==> src/rtl/can_bt_pkg.sv <==
// Shared types for the CAN bit timing generator.
// Assumes nothing beyond standard SystemVerilog enum support.
package can_bt_pkg;
    typedef enum logic [1:0] {
        SEG_SYNC = 2'd0,
        SEG_PH1  = 2'd1,
        SEG_PH2  = 2'd2
    } seg_t;
endpackage

==> src/rtl/can_bt_cfg.sv <==
// Shadow copy of the timing fields with minimum-length clamping.
// Assumes load is a single-clock strobe from the sequencer.
// Output lengths are in quanta; the prescaler value stays in raw form.
module can_bt_cfg #(
    parameter int BRP_W  = 6,
    parameter int TS1_W  = 4,
    parameter int TS2_W  = 3,
    parameter int MIN1   = 4,
    parameter int MIN2   = 3,
    localparam int LEN1_W = TS1_W + 1,
    localparam int LEN2_W = TS2_W + 1
) (
    input  logic              clk,
    input  logic              rst_n,
    input  logic              load,
    input  logic [BRP_W-1:0]  raw_brp,
    input  logic [TS1_W-1:0]  raw_ts1,
    input  logic [TS2_W-1:0]  raw_ts2,
    output logic [BRP_W-1:0]  brp_s,
    output logic [LEN1_W-1:0] len1_s,
    output logic [LEN2_W-1:0] len2_s
);
    logic [LEN1_W-1:0] len1_n;
    logic [LEN2_W-1:0] len2_n;

    // Clamp the value-plus-one lengths up to their minimums.
    always_comb begin
        len1_n = LEN1_W'(raw_ts1) + LEN1_W'(1);
        if (len1_n < LEN1_W'(MIN1)) len1_n = LEN1_W'(MIN1);
        len2_n = LEN2_W'(raw_ts2) + LEN2_W'(1);
        if (len2_n < LEN2_W'(MIN2)) len2_n = LEN2_W'(MIN2);
    end

    // Capture the fields at reset and on each load strobe.
    always_ff @(posedge clk) begin
        if (!rst_n || load) begin
            brp_s  <= raw_brp;
            len1_s <= len1_n;
            len2_s <= len2_n;
        end
    end

    assert_cfg_hold_R8: assert property (@(posedge clk) disable iff (!rst_n)
        !load |=> ($stable(brp_s) && $stable(len1_s) && $stable(len2_s)));
    assert_len_min_R4: assert property (@(posedge clk) disable iff (!rst_n)
        (len1_s >= LEN1_W'(MIN1)) && (len2_s >= LEN2_W'(MIN2)));
endmodule

==> src/rtl/can_bt_presc.sv <==
// Time-quantum prescaler: counts brp+1 clocks per quantum.
// Assumes brp only changes on the same edge as a restart or a wrap.
module can_bt_presc #(
    parameter int BRP_W = 6
) (
    input  logic             clk,
    input  logic             rst_n,
    input  logic             restart,
    input  logic [BRP_W-1:0] brp,
    output logic             tick,
    output logic             first
);
    logic [BRP_W-1:0] pcnt;

    // Flag the last and first clock of each quantum.
    always_comb begin
        tick  = (pcnt == brp);
        first = (pcnt == '0);
    end

    // Count clocks within a quantum, restart on hard sync.
    always_ff @(posedge clk) begin
        if (!rst_n || restart || tick) pcnt <= '0;
        else                           pcnt <= pcnt + BRP_W'(1);
    end

    assert_pcnt_bound_R2: assert property (@(posedge clk) disable iff (!rst_n)
        pcnt <= brp);
    assert_restart_R9: assert property (@(posedge clk) disable iff (!rst_n)
        restart |=> first);
endmodule

==> src/rtl/can_bt_seq.sv <==
// Segment sequencer: walks sync, first and second segment in quanta,
// produces the strobes and detects hard-sync edges while idle.
// Assumes rx_line and bus_idle are synchronous to clk.
module can_bt_seq
    import can_bt_pkg::*;
#(
    parameter int LEN1_W = 5,
    parameter int LEN2_W = 4,
    localparam int Q_W = (LEN1_W > LEN2_W) ? LEN1_W : LEN2_W
) (
    input  logic              clk,
    input  logic              rst_n,
    input  logic              tick,
    input  logic              first,
    input  logic [LEN1_W-1:0] len1,
    input  logic [LEN2_W-1:0] len2,
    input  logic              bus_idle,
    input  logic              rx_line,
    output logic              hsync,
    output logic              load,
    output logic              sample_pt,
    output logic              tx_pt,
    output seg_t              seg
);
    logic [Q_W-1:0] qcnt;
    logic           rx_prev;
    logic           last_tq;
    logic           end_bit;

    // Decode segment ends, strobes and the hard-sync edge.
    always_comb begin
        hsync = bus_idle && rx_prev && !rx_line;
        unique case (seg)
            SEG_SYNC: last_tq = 1'b1;
            SEG_PH1:  last_tq = (qcnt == Q_W'(len1) - Q_W'(1));
            SEG_PH2:  last_tq = (qcnt == Q_W'(len2) - Q_W'(1));
            default:  last_tq = 1'b1;
        endcase
        end_bit   = tick && last_tq && (seg == SEG_PH2);
        load      = hsync || end_bit;
        sample_pt = tick && last_tq && (seg == SEG_PH1);
        tx_pt     = (seg == SEG_SYNC) && first;
    end

    // Remember the previous receive level for edge detection.
    always_ff @(posedge clk) begin
        if (!rst_n) rx_prev <= 1'b1;
        else        rx_prev <= rx_line;
    end

    // Advance through the segments one quantum at a time.
    always_ff @(posedge clk) begin
        if (!rst_n || hsync) begin
            seg  <= SEG_SYNC;
            qcnt <= '0;
        end else if (tick) begin
            if (last_tq) begin
                qcnt <= '0;
                unique case (seg)
                    SEG_SYNC: seg <= SEG_PH1;
                    SEG_PH1:  seg <= SEG_PH2;
                    default:  seg <= SEG_SYNC;
                endcase
            end else begin
                qcnt <= qcnt + Q_W'(1);
            end
        end
    end

    assert_seg_legal_R10: assert property (@(posedge clk) disable iff (!rst_n)
        seg != 2'd3);
    assert_sample_place_R6: assert property (@(posedge clk) disable iff (!rst_n)
        sample_pt |-> (seg == SEG_PH1 && tick));
    assert_tx_single_R7: assert property (@(posedge clk) disable iff (!rst_n)
        (tx_pt && !hsync) |=> !tx_pt);
    assert_hsync_R9: assert property (@(posedge clk) disable iff (!rst_n)
        hsync |=> (seg == SEG_SYNC));
    assert_sync_len_R3: assert property (@(posedge clk) disable iff (!rst_n)
        (seg == SEG_SYNC && tick && !hsync) |=> (seg == SEG_PH1));
endmodule

==> src/rtl/can_bit_timer.sv <==
// CAN bit timing generator top: shadow fields, quantum prescaler and
// segment sequencer. Assumes all inputs are synchronous to clk.
module can_bit_timer
    import can_bt_pkg::*;
#(
    parameter int BRP_W = 6,
    parameter int TS1_W = 4,
    parameter int TS2_W = 3,
    parameter int MIN1  = 4,
    parameter int MIN2  = 3,
    localparam int LEN1_W = TS1_W + 1,
    localparam int LEN2_W = TS2_W + 1
) (
    input  logic             clk,
    input  logic             rst_n,
    input  logic [BRP_W-1:0] cfg_brp,
    input  logic [TS1_W-1:0] cfg_tseg1,
    input  logic [TS2_W-1:0] cfg_tseg2,
    input  logic             bus_idle,
    input  logic             rx_line,
    output logic             tq_tick,
    output logic             sample_pt,
    output logic             tx_pt,
    output logic [1:0]       seg_state
);
    logic [BRP_W-1:0]  brp_s;
    logic [LEN1_W-1:0] len1_s;
    logic [LEN2_W-1:0] len2_s;
    logic              load;
    logic              hsync;
    logic              q_first;
    seg_t              seg;

    can_bt_cfg #(.BRP_W(BRP_W), .TS1_W(TS1_W), .TS2_W(TS2_W),
                 .MIN1(MIN1), .MIN2(MIN2)) i_cfg (
        .clk(clk), .rst_n(rst_n), .load(load),
        .raw_brp(cfg_brp), .raw_ts1(cfg_tseg1), .raw_ts2(cfg_tseg2),
        .brp_s(brp_s), .len1_s(len1_s), .len2_s(len2_s));

    can_bt_presc #(.BRP_W(BRP_W)) i_presc (
        .clk(clk), .rst_n(rst_n), .restart(hsync), .brp(brp_s),
        .tick(tq_tick), .first(q_first));

    can_bt_seq #(.LEN1_W(LEN1_W), .LEN2_W(LEN2_W)) i_seq (
        .clk(clk), .rst_n(rst_n), .tick(tq_tick), .first(q_first),
        .len1(len1_s), .len2(len2_s), .bus_idle(bus_idle), .rx_line(rx_line),
        .hsync(hsync), .load(load), .sample_pt(sample_pt), .tx_pt(tx_pt),
        .seg(seg));

    // Expose the segment code on a plain vector port.
    always_comb seg_state = seg;

    assert_one_sample_R6: assert property (@(posedge clk) disable iff (!rst_n)
        sample_pt |=> !sample_pt);
endmodule

==> config.mk <==
export PLATFORM = sky130hd
export DESIGN_NAME = can_bit_timer
export DESIGN_NICKNAME = d
export VERILOG_FILES = /design/src/rtl/can_bt_pkg.sv /design/src/rtl/can_bt_cfg.sv /design/src/rtl/can_bt_presc.sv /design/src/rtl/can_bt_seq.sv /design/src/rtl/can_bit_timer.sv
export SDC_FILE = /design/constraint.sdc
export NUM_CORES = 1
export LEC_CHECK = 0
export CAP_MARGIN = 0
export CORE_AREA = 2 2 68 70
export CTS_CLUSTER_DIAMETER = 50
export DETAILED_ROUTE_END_ITERATION = 6
export DIE_AREA = 0 0 70 72
export DONT_BUFFER_PORTS = 1
export GPL_TIMING_DRIVEN = 0
export PLACE_DENSITY_LB_ADDON = 0.05
export SETUP_SLACK_MARGIN = 0.02
export SLEW_MARGIN = 20
export SYNTH_ARGS = -nofsm -noshare
export SYNTH_HDL_FRONTEND = slang
export SYNTH_SLANG_ARGS = --single-unit
==> constraint.sdc <==
create_clock -name clk -period 3.2 [get_ports clk]
set_input_delay 0.32 -clock clk [delete_from_list [all_inputs] [get_ports clk]]
set_output_delay 0.32 -clock clk [all_outputs]
set_load 0.03 [all_outputs]
==> key figures, run 1 <==
Power
  – Comb power frac: 0.082
  – Static Leakage: 0.637 nW
  – Peak VDD IR: 193 uV
  – Switch Pwr: 0.196 mW
  – Reg power frac: 0.493
  – Internal cell power: 0.676 mW
  – Sw Share: 0.225
  – Pwr dens: 506 mW/mm2
  – Clock Power Share: 0.425

Die
  – Die X: 70 um
  – Die area: 0.00504 mm2
  – IO Pins: 22
  – Die Ht: 72 um
  – Std-Cell Rows: 24
  – Initial core utilization: 0.360
  – Core area: 0.00426 mm2

Timing
  – Worst Hold Slack: 0.110 ns
  – Count of final setup violators: 0
  – Setup TNS: 0 ns
  – Tcrit/Tclk final: 0.923
  – Rel. slew slack: 0.309
  – Pins over their slew limit: 0
  – FMAX: 339 MHz
  – Worst-Margin Slew: 1.03 ns
  – Clock Skews: 0.00397 ns
  – Tmin final: 2.95 ns
  – RSZ-0062 raised after global routing: no
  – Hold violation count in the final report: 0

Setup path
  – Worst-case reg-to-reg path depth: 6
  – Worst Path Required: 2.88 ns
  – CP peak stage delay: 0.44 ns
  – RR Endpoint: i_cfg.len1_s[1]$_SDFFCE_PN0P_
  – Critical Path Stages: 10
  – Worst Path Max Fanout: 10
  – Worst path bufs/invs: 3
  – CP cell instances: inv_1 -> ha_1 -> buf_6 -> mux2i_1 -> xor2_1 -> nor3b_2 -> o21ai_1 -> o21ai_2 -> nand3_1 -> inv_1
  – Cell family with most CP delay: buffers and inverters
  – Crit path top cell by count: inv_1
  – Worst Path Arrival: 2.63 ns
  – Critical path class: reg -> out
  – Slowest CP cell: dfxtp_2
  – Startpoint Class: flop
  – CP Capture Type: output port
  – Worst r2r src: i_presc.pcnt[2]$_SDFF_PP0_
  – Worst R2R Setup Slack: 0.39 ns

Routing
  – Final ANT Viol Nets: 0
  – Routed WL: 2.70 mm
  – Via Count: 1,041
  – Via density: 5.00
  – WL/cell: 13.0 um
  – DR DRC count: 0
  – Drt first pass iters: 4
  – Initial drt markers: 27

GRT
  – Largest net degree at the start of global routing: 16
  – First-pass GRT wire length: 4.52 mm
  – Vias in the first global route: 1,023
  – Met1 layer usage reported by global route: 0.145
  – Gr usage total: 0.117
  – Met3 usage in global routing: 0.0611
  – GRT met2 Usage: 0.178
  – Global route total overflow: 0
  – Gr busiest metal: met2
  – Initial antenna violation count: 0

Synthesis
  – Mapped Cells: 148
  – Distinct cells, synth: 37
  – Cell taking the most area after synthesis: edfxtp_1
  – Cell Area, Synth: 0.00154 mm2
  – Ys flop type: edfxtp_1
  – Share of the synthesized area in the top cell type: 0.293
  – Syn_nets: 174
  – Ys Warns: 0
  – Largest cells by area after synthesis: edfxtp_1, dfxtp_1, ha_1
  – Seq/Total Area, Yosys: 0.476
  – Most frequent cells after synthesis: edfxtp_1, dfxtp_1, nor2_1, xor2_1
  – Number of enable flip-flop cells after synthesis: 15
  – Post-synth ARST share: 0
  – Dominant cell by count in the synthesized netlist: edfxtp_1
  – Avg Inst Size Synth: 10.4 um2
  – Number of synthesized register bits: 29

Cells and area
  – Ant. Diodes: 0
  – Final #Nets: 181
  – Layout cell share with drive strength beyond 1: 0.135
  – Fillers: 433
  – Multi-input combinational cell area: 771 um2
  – Post-route cell area: 0.00172 mm2
  – Fin util: 0.404
  – Register area: 733 um2
  – Final Instance Count excl. Fillers: 208
  – Layout area overhead: 12.1%

Place
  – Area after DPL: 0.00160 mm2
  – PortBufs: 0
  – Inst Count DP: 200
  – Dpl hpwl: 2.07 mm
  – Global placement routability congestion: 0.723

Clock tree
  – CTS Root Cell: clkbuf_8
  – Number of setup buffers added after CTS: 0
  – CTS HTree Levels: 2
  – CTS Hold Bufs: 0
  – Worst-path clk slew: 0.06 ns
  – Clock Latency Late Sink: 0.28 ns
  – Clock tree sinks: 29
  – CTS buffer count: 5
  – Bufs on Longest Clock Path: 2
  – TritonCTS clock tree: done

Worst hold path
  – Hold endpoint: i_seq.rx_prev$_SDFF_PN1_
  – Worst hold stages: 1
  – Worst Hold Class: in -> reg
  – HP Start: rst_n

Outcome
  – Status: finished, final reports clean

Flow run
  – Max cap viols: 0
==> timing repair <==
item	4_1_cts	5_1_grt
gates resized for setup	1	4
endpoints found under the setup margin	16	16
hold endpoints to repair	0	0
cloned	0	0
==> metal layers <==
metal / vias up / wire length [um]
met5: - / 0
met4: 0 / 36
met2: 27 / 1130
met3: 4 / 177
li1: 539 / -
met1: 471 / 1350
==> flip-flops by register name, summed over array words and instances, names as in the netlist <==
| signal | flops |
|---|---|
| i_presc.pcnt | 6 |
| i_seq.rx_prev | 1 |
| i_seq.seg | 2 |
| i_seq.qcnt | 5 |
| i_cfg.len1_s | 5 |
| i_cfg.len2_s | 4 |
| i_cfg.brp_s | 6 |
==> worst max-delay path by stage <==
stage | start | slack, ns | to
floorplan | i_seq.seg[0]$_SDFFE_PP0N_ | 0.49 | i_cfg.brp_s[0]$_DFFE_PP_
global placement | i_seq.seg[0]$_SDFFE_PP0N_ | 0.06 | i_cfg.brp_s[2]$_DFFE_PP_
detailed placement | i_seq.seg[0]$_SDFFE_PP0N_ | 0.01 | i_cfg.brp_s[2]$_DFFE_PP_
CTS | i_seq.seg[1]$_SDFFE_PP0N_ | 0.02 | sample_pt
global route | i_seq.seg[0]$_SDFFE_PP0N_ | 0.02 | sample_pt
finish | i_seq.seg[0]$_SDFFE_PP0N_ | 0.25 | sample_pt
==> per-stage QoR <==
| stage | worst slack [ns] | power, mW |
|---|---|---|
| 3_5_place_dp | 0.0123 | 0.509 |
| 4_1_cts | 0.0247 | 0.879 |
| 3_3_place_gp | 0.0556 | 0.507 |
| 5_1_grt | 0.0242 | 0.911 |
| 2_1_floorplan | 0.491 | 0.493 |
| 6_report | 0.246 | 0.871 |
==> cell families after synthesis <==
kind of cell	count (synthesis)	share of synthesized area
xor+xnor	18	0.103
buf+inv	10	0.0293
fa+ha+maj	9	0.0734
simple gates	54	0.200
flops	29	0.476
compound gates	25	0.0994
mux	3	0.0196
==> power groups by stage <==
stage / logic (mW) / registers, mW / clock network (mW)
after floorplan: 0.0606 / 0.433 / 0
after global placement: 0.0707 / 0.437 / 0
after detailed placement: 0.0717 / 0.437 / 0
after CTS: 0.0720 / 0.429 / 0.378
after global routing: 0.0832 / 0.431 / 0.397
final: 0.0718 / 0.429 / 0.370
==> area by class of cell <==
class | instances | area share
inverter | 9 | 0.0196
buffer | 1 | 0.00654
tap | 52 | 0.0378
sequential | 29 | 0.426
clock inverter | 2 | 0.0203
multi-input combinational | 109 | 0.448
clock buffer | 6 | 0.0422
==> cells in the final DEF (no fill, tap or decap), types with 2 or more instances in the layout <==
cell / n
o21ai_1: 4
clkbuf_8: 5
nand2_1: 9
nor3b_1: 2
xor2_1: 10
inv_1: 9
nand3_1: 6
nor4_2: 2
dfxtp_2: 2
and3_1: 4
dfxtp_1: 12
o21a_1: 2
edfxtp_1: 15
xnor2_1: 8
mux2i_1: 3
nor3_1: 4
a21oi_1: 8
o21ai_0: 4
ha_1: 9
nor2_1: 14
nand4_1: 3
==> worst register-to-register path, stage by stage (launching register included) <==
cell     delay, ns
dfxtp_1       0.43
xnor2_1       0.15
nand4_1       0.12
nor3_2        0.79
inv_1         0.36
nor2_2        0.27
a21o_2        0.37
No activity file was read; power rests on OpenSTA's default activity.
==> run 2: changes to the inputs <==
- ABC_AREA: default -> 1
- CORE_AREA: 2 2 68 70 -> 2 2 71 73
- DIE_AREA: 0 0 70 72 -> 0 0 73 75
==> key figures, run 2 <==
Synthesis
  – Avg Inst Size Synth: 8.34 um2 (-20%)
  – Ys flop type: edfxtp_1
  – Number of synthesized register bits: 29 (unchanged)
  – Syn_nets: 226 (+30%)
  – Ys Warns: 0 (unchanged)
  – Most frequent cells after synthesis: nand2_1, inv_1, nor2_1, edfxtp_1, nand3_1
  – Distinct cells, synth: 27 (-27%)
  – Share of the synthesized area in the top cell type: 0.270 (-0.0233)
  – Cell Area, Synth: 0.00167 mm2 (+8.6%)
  – Number of enable flip-flop cells after synthesis: 15 (unchanged)
  – Largest cells by area after synthesis: edfxtp_1, dfxtp_1, nand2_1
  – Dominant cell by count in the synthesized netlist: nand2_1
  – Seq/Total Area, Yosys: 0.438 (-0.0378)
  – Cell taking the most area after synthesis: edfxtp_1
  – Post-synth ARST share: 0 (unchanged)
  – Mapped Cells: 200 (+35%)

Cells and area
  – Fin util: 0.392 (-0.0118)
  – Final #Nets: 233 (+29%)
  – Commonest non-fill, non-tap cell in the layout: nand2_1
  – Ant. Diodes: 0 (unchanged)
  – Layout cell share with drive strength beyond 1: 0.144 (+0.00962)
  – Layout area overhead: 9.53%
  – Commonest cells after routing, fill and taps aside: nand2_1, inv_1, nor2_1, nand3_1, edfxtp_1
  – Largest registers: i_cfg.brp_s: 6 flops, i_presc.pcnt: 6 flops

Power
  – Reg power frac: 0.524 (+0.031)
  – Static Leakage: 0.794 nW (+25%)
  – Peak VDD IR: 247 uV (+28%)
  – Comb power frac: 0.129 (+0.047)
  – Sw Share: 0.258 (+0.0337)
  – Clock Power Share: 0.346 (-0.079)
  – Pwr dens: 447 mW/mm2 (-12%)
  – Internal cell power: 0.605 mW (-10%)
  – PnR Total Power: 0.816 mW (-6.4%)
  – Switch Pwr: 0.211 mW (+7.7%)

Setup path
  – CP Capture Type: output port
  – Worst Path Max Fanout: 9 (-1)
  – Worst R2R Setup Slack: 0.26 ns (-0.13 ns)
  – Critical path class: reg -> out
  – Worst-case reg-to-reg path depth: 14 (+8)
  – Worst Path Required: 2.88 ns (about the same)
  – Worst Path Arrival: 2.65 ns (+0.02 ns)
  – Worst setup startpoint: i_seq.seg[0]$_SDFFE_PP0N_
  – RR Endpoint: i_cfg.len1_s[2]$_SDFFCE_PN1P_
  – Worst r2r src: i_seq.seg[0]$_SDFFE_PP0N_
  – End of the critical path: sample_pt
  – Startpoint Class: flop

GRT
  – Vias in the first global route: 1,205 (+18%)
  – Gr usage total: 0.125 (+0.00751)
  – First-pass GRT wire length: 5.20 mm (+15%)
  – Largest net degree at the start of global routing: 16 (unchanged)
  – Global route total overflow: 0 (unchanged)
  – Initial antenna violation count: 0 (unchanged)

Die
  – Die Ht: 75 um (+4.2%)
  – Core area: 0.00466 mm2 (+9.3%)
  – IO Pins: 22 (unchanged)
  – Die X: 73 um (+4.3%)
  – Std-Cell Rows: 25 (+4.2%)
  – Die area: 0.00548 mm2 (+8.6%)
  – Initial core utilization: 0.358 (-0.00218)

Timing
  – Hold violation count in the final report: 0 (unchanged)
  – Tmin final: 2.97 ns (+0.0114 ns)
  – Rel. slew slack: 0.469 (+0.160)
  – FMAX: 337 MHz (-0.39%)
  – Pins over their slew limit: 0 (unchanged)
  – Tcrit/Tclk final: 0.927 (+0.00358)
  – Count of final setup violators: 0 (unchanged)
  – RSZ-0062 raised after global routing: yes
  – Clock Skews: 0.00329 ns (-0.000676 ns)
  – Worst-Margin Slew: 0.790 ns (-0.241 ns)

Place
  – PortBufs: 0 (unchanged)
  – Global placement routability congestion: 0.782 (+8.1%)
  – Dpl hpwl: 2.33 mm (+13%)

Clock tree
  – CTS Hold Bufs: 0 (unchanged)
  – Worst-path clk slew: 0.06 ns (about the same)
  – CTS buffer count: 5 (unchanged)
  – CTS HTree Levels: 2 (unchanged)
  – Bufs on Longest Clock Path: 2 (unchanged)
  – TritonCTS clock tree: done
  – Clock tree sinks: 29 (unchanged)
  – Clock Latency Late Sink: 0.27 ns (about the same)
  – CTS Root Cell: clkbuf_8

Routing
  – Initial drt markers: 59 (+120%)
  – Final ANT Viol Nets: 0 (unchanged)
  – DR DRC count: 0 (unchanged)
  – Via density: 4.56 (-8.9%)
  – Routed WL: 2.94 mm (+9.2%)
  – Via Count: 1,194 (+15%)
  – WL/cell: 11.2 um (-13%)
  – Drt first pass iters: 4 (unchanged)

Worst hold path
  – HP Start: rst_n
  – Worst Hold Class: in -> reg

Outcome
  – Status: finished, final reports clean

Flow run
  – Max cap viols: 0 (unchanged)
[run 2: changes by cell type after synthesis, sizes merged, moves of 5 or more]
cell and change:
nand2 +49, inv +23, nand3 +11, nor2 +9, a21oi -6, o21ai -6
nor3 -5
[run 2: worst min path at each step]
stage,to,slack (ns),depth (start not counted)
floorplan,i_seq.rx_prev$_SDFF_PN1_,0.39,1
global placement,i_seq.rx_prev$_SDFF_PN1_,0.39,1
detailed placement,i_seq.rx_prev$_SDFF_PN1_,0.40,1
CTS,i_seq.rx_prev$_SDFF_PN1_,0.12,1
global route,i_cfg.brp_s[4]$_DFFE_PP_,0.13,0
finish,i_seq.rx_prev$_SDFF_PN1_,0.12,1
[run 2: kinds of logic (layout without fill, tap and decap cells)]
logic type,Yosys count,in the layout,synth area share
flip-flops,29,29,0.438
AO/OA/AOI/OAI,7,7,0.0323
XOR/XNOR,13,13,0.0683
buffers and inverters,34,42,0.0855
adder cells (fa/ha/maj),9,9,0.0675
AND/OR/NAND/NOR,108,108,0.308
[run 2: area by class of cell]
| class | count | area (um2) |
|---|---|---|
| multi-input combinational | 137 | 805 |
| inverter | 33 | 131 |
| clock inverter | 1 | 5.00 |
| buffer | 1 | 11.3 |
| sequential | 29 | 731 |
| clock buffer | 7 | 76.3 |
| fill | 464 | 2830 |
| tap | 54 | 67.6 |
[run 2: power by group through the flow]
stage                     sequential (mW)  combinational [mW]  clock, mW
after floorplan                     0.433              0.0873          0
after global placement              0.436               0.103          0
after detailed placement            0.436               0.106          0
after CTS                           0.428               0.107      0.295
after global routing                0.430               0.122      0.312
final                               0.428               0.106      0.283
[run 2: layer usage]
metal	wire (um)	track usage	part of all wire	vias to the layer above
li1	-	-	-	638
met4	36	0.0432	0.012	0
met5	0	0	0	-
met1	1420	0.163	0.48	527
met3	145	0.0415	0.049	4
met2	1340	0.194	0.46	25
[run 2: critical path, stage by stage, from the launching register on]
cell      delay (ns)
dfxtp_1         0.56
inv_1           0.12
ha_1            0.25
buf_6           0.15
inv_8           0.09
nand2_1         0.05
nand2_1         0.05
nand2_1         0.05
inv_2           0.06
nand3_1         0.09
nand3_1         0.12
nand2_2         0.08
o21bai_4        0.15
nand2_2         0.10
nor2_1          0.44
[run 2: what timing repair did]
action                                  4_1_cts  5_1_grt
setup buffers                                 0        0
endpoints found under the setup margin        0       16
resized for setup                             0        0
[run 2: metrics by stage]
step,hold WS (ns),setup TNS [ns],std cells,area [um2],setup WS (ns)
2_1_floorplan,0.389,0,200,1670,0.377
3_3_place_gp,0.395,-2.19,254,1740,-0.147
4_1_cts,0.115,0,262,1830,0.205
3_5_place_dp,0.401,0,254,1750,0.239
6_report,0.123,0,262,1830,0.235
5_1_grt,0.126,-0.168,262,1830,-0.0176
==> run 3: changes to the inputs <==
- MAX_ROUTING_LAYER: default -> met4
==> key figures, run 3 (synthesized netlist as in run 2, its figures left out) <==
Clock tree
  – CTS HTree Levels: 2 (unchanged)
  – Clock Latency Late Sink: 0.27 ns (about the same)
  – # resized after CTS: 0 (unchanged)
  – TritonCTS clock tree: done
  – Clock tree sinks: 29 (unchanged)
  – Bufs on Longest Clock Path: 2 (unchanged)
  – CTS Root Cell: clkbuf_8
  – Number of setup buffers added after CTS: 0 (unchanged)
  – CTS buffer count: 5 (unchanged)
  – Worst-path clk slew: 0.06 ns (about the same)

Worst hold path
  – Hold endpoint: i_seq.rx_prev$_SDFF_PN1_
  – HP Start: rst_n
  – Worst hold stages: 1 (unchanged)
  – Worst Hold Class: in -> reg

Routing
  – Final ANT Viol Nets: 0 (unchanged)
  – Routed WL: 2.95 mm (about the same)
  – Via density: 4.57 (+0.34%)
  – DR DRC count: 0 (unchanged)
  – Initial drt markers: 59 (unchanged)
  – Via Count: 1,198 (+0.34%)
  – Drt first pass iters: 4 (unchanged)
  – WL/cell: 11.2 um (about the same)

Setup path
  – Worst Path Required: 2.88 ns (about the same)
  – CP peak stage delay: 0.56 ns (about the same)
  – Startpoint Class: flop
  – Crit path top cell by count: nand2_1
  – Worst Path Arrival: 2.64 ns (about the same)
  – Worst Path Max Fanout: 9 (unchanged)
  – CP Capture Type: output port
  – RR Endpoint: i_cfg.len1_s[2]$_SDFFCE_PN1P_
  – Worst path bufs/invs: 4 (unchanged)
  – Worst r2r src: i_seq.seg[0]$_SDFFE_PP0N_
  – CP cell instances: inv_1 -> ha_1 -> buf_6 -> inv_8 -> nand2_1 -> nand2_1 -> nand2_1 -> inv_2 -> nand3_1 -> nand3_1 -> nand2_2 -> o21bai_4 -> nand2_2 -> nor2_1
  – Cell family with most CP delay: simple AND/OR/NAND/NOR gates
  – Critical path class: reg -> out
  – Worst R2R Setup Slack: 0.27 ns (about the same)
  – Slowest CP cell: dfxtp_1
  – Worst-case reg-to-reg path depth: 14 (unchanged)

Power
  – Peak VDD IR: 246 uV (about the same)
  – Static Leakage: 0.794 nW (unchanged)
  – Comb power frac: 0.129 (about the same)
  – Sw Share: 0.258 (about the same)
  – Internal cell power: 0.605 mW (about the same)
  – PnR Total Power: 0.816 mW (about the same)
  – Clock Power Share: 0.346 (about the same)
  – Switch Pwr: 0.211 mW (about the same)
  – Reg power frac: 0.524 (about the same)
  – Pwr dens: 447 mW/mm2 (about the same)

Timing
  – Hold violation count in the final report: 0 (unchanged)
  – Worst-Margin Slew: 0.790 ns (unchanged)
  – Clock Skews: 0.00328 ns (-0.0000104 ns)
  – Final worst setup slack: 0.235 ns (+0.000475 ns)
  – Tcrit/Tclk final: 0.926 (about the same)
  – FMAX: 337 MHz (about the same)
  – Count of final setup violators: 0 (unchanged)
  – Rel. slew slack: 0.469 (unchanged)
  – Pins over their slew limit: 0 (unchanged)
  – Tmin final: 2.96 ns (-0.000475 ns)
  – RSZ-0062 raised after global routing: yes

Cells and area
  – Layout cell share with drive strength beyond 1: 0.144 (unchanged)
  – Largest registers: i_cfg.brp_s: 6 flops, i_presc.pcnt: 6 flops
  – Layout area overhead: 9.53% (unchanged)
  – Commonest cells after routing, fill and taps aside: nand2_1, inv_1, nor2_1, nand3_1, edfxtp_1
  – Post-route cell area: 0.00183 mm2 (unchanged)
  – Final #Nets: 233 (unchanged)
  – Ant. Diodes: 0 (unchanged)
  – Commonest non-fill, non-tap cell in the layout: nand2_1
  – Final Instance Count excl. Fillers: 262 (unchanged)

Die
  – Die X: 73 um (unchanged)
  – Die area: 0.00548 mm2 (unchanged)
  – Std-Cell Rows: 25 (unchanged)
  – IO Pins: 22 (unchanged)
  – Initial core utilization: 0.358 (unchanged)
  – Die Ht: 75 um (unchanged)
  – Core area: 0.00466 mm2 (unchanged)

Flow run
  – Max cap viols: 0 (unchanged)

Place
  – Area after DPL: 0.00175 mm2 (unchanged)
  – PortBufs: 0 (unchanged)
  – Global placement routability congestion: 0.792 (+1.4%)
  – Pre-CTS WS: 0.239 ns (unchanged)
  – Dpl hpwl: 2.33 mm (unchanged)
  – Inst Count DP: 254 (unchanged)

GRT
  – Global route total overflow: 0 (unchanged)
  – Vias in the first global route: 1,205 (unchanged)
  – Gr usage total: 0.129 (+0.00393)
  – Largest net degree at the start of global routing: 16 (unchanged)
  – Initial antenna violation count: 0 (unchanged)
  – First-pass GRT wire length: 5.20 mm (unchanged)

Outcome
  – Status: finished, final reports clean
run 3: cell counts in the layout (fill, tap and decap cells not counted):
No cell type changed its count.
run 3: timing repair:
action,CTS,global route
endpoints found under the setup margin,0,16
hold endpoints to repair,0,0
hold buffers,0,0
run 3: worst max-delay path by stage:
stage / from / to / slack, ns / cells past startpoint
final: i_seq.seg[0]$_SDFFE_PP0N_ / sample_pt / 0.24 / 14
after global routing: i_seq.seg[0]$_SDFFE_PP0N_ / i_cfg.len1_s[4]$_SDFFCE_PN0P_ / -0.02 / 14
after CTS: i_seq.seg[0]$_SDFFE_PP0N_ / sample_pt / 0.21 / 14
after detailed placement: i_seq.seg[0]$_SDFFE_PP0N_ / i_cfg.len1_s[4]$_SDFFCE_PN0P_ / 0.24 / 14
after global placement: i_seq.seg[0]$_SDFFE_PP0N_ / i_cfg.len1_s[4]$_SDFFCE_PN0P_ / -0.15 / 14
after floorplan: i_seq.seg[0]$_SDFFE_PP0N_ / i_cfg.brp_s[0]$_DFFE_PP_ / 0.38 / 14
run 3: cell type report:
class	instances	area (um2)
Clock inverter	1	5.00
Buffer	1	11.3
Fill cell	464	2830
Inverter	33	131
Clock buffer	7	76.3
Sequential cell	29	731
Tap cell	54	67.6
Multi-Input combinational cell	137	805
run 3: worst reg2reg max path: stages, from the launching register on:
cell and delay (ns):
dfxtp_1 0.56, inv_1 0.12, ha_1 0.25, buf_6 0.15, inv_8 0.09, nand2_1 0.06
nand2_1 0.05, nand2_1 0.05, inv_2 0.06, nand3_1 0.09, nand3_1 0.12, nand2_2 0.08
o21bai_4 0.15, nand2_2 0.10, o21ai_2 0.62
run 3: layer usage:
metal / up-vias / routed length (um) / part of all wire / track usage
met5: - / 0 / 0 / -
met4: 0 / 42 / 0.014 / 0.0432
met3: 4 / 147 / 0.050 / 0.0402
met2: 28 / 1340 / 0.45 / 0.194
met1: 528 / 1420 / 0.48 / 0.164
li1: 638 / - / - / -
run 3: power groups by stage:
| stage | registers, mW | logic (mW) | clock network [mW] |
|---|---|---|---|
| final | 0.428 | 0.106 | 0.282 |
| after detailed placement | 0.436 | 0.106 | 0 |
| after floorplan | 0.433 | 0.0873 | 0 |
| after CTS | 0.428 | 0.107 | 0.295 |
| after global routing | 0.430 | 0.122 | 0.312 |
| after global placement | 0.436 | 0.103 | 0 |
run 3: through the flow:
step	TNS, ns	utilization	hold WS [ns]
2_1_floorplan	0	-	0.389
3_3_place_gp	-2.19	0.372	0.395
3_5_place_dp	0	0.374	0.401
4_1_cts	0	0.392	0.115
5_1_grt	-0.168	0.392	0.126
6_report	0	0.392	0.123
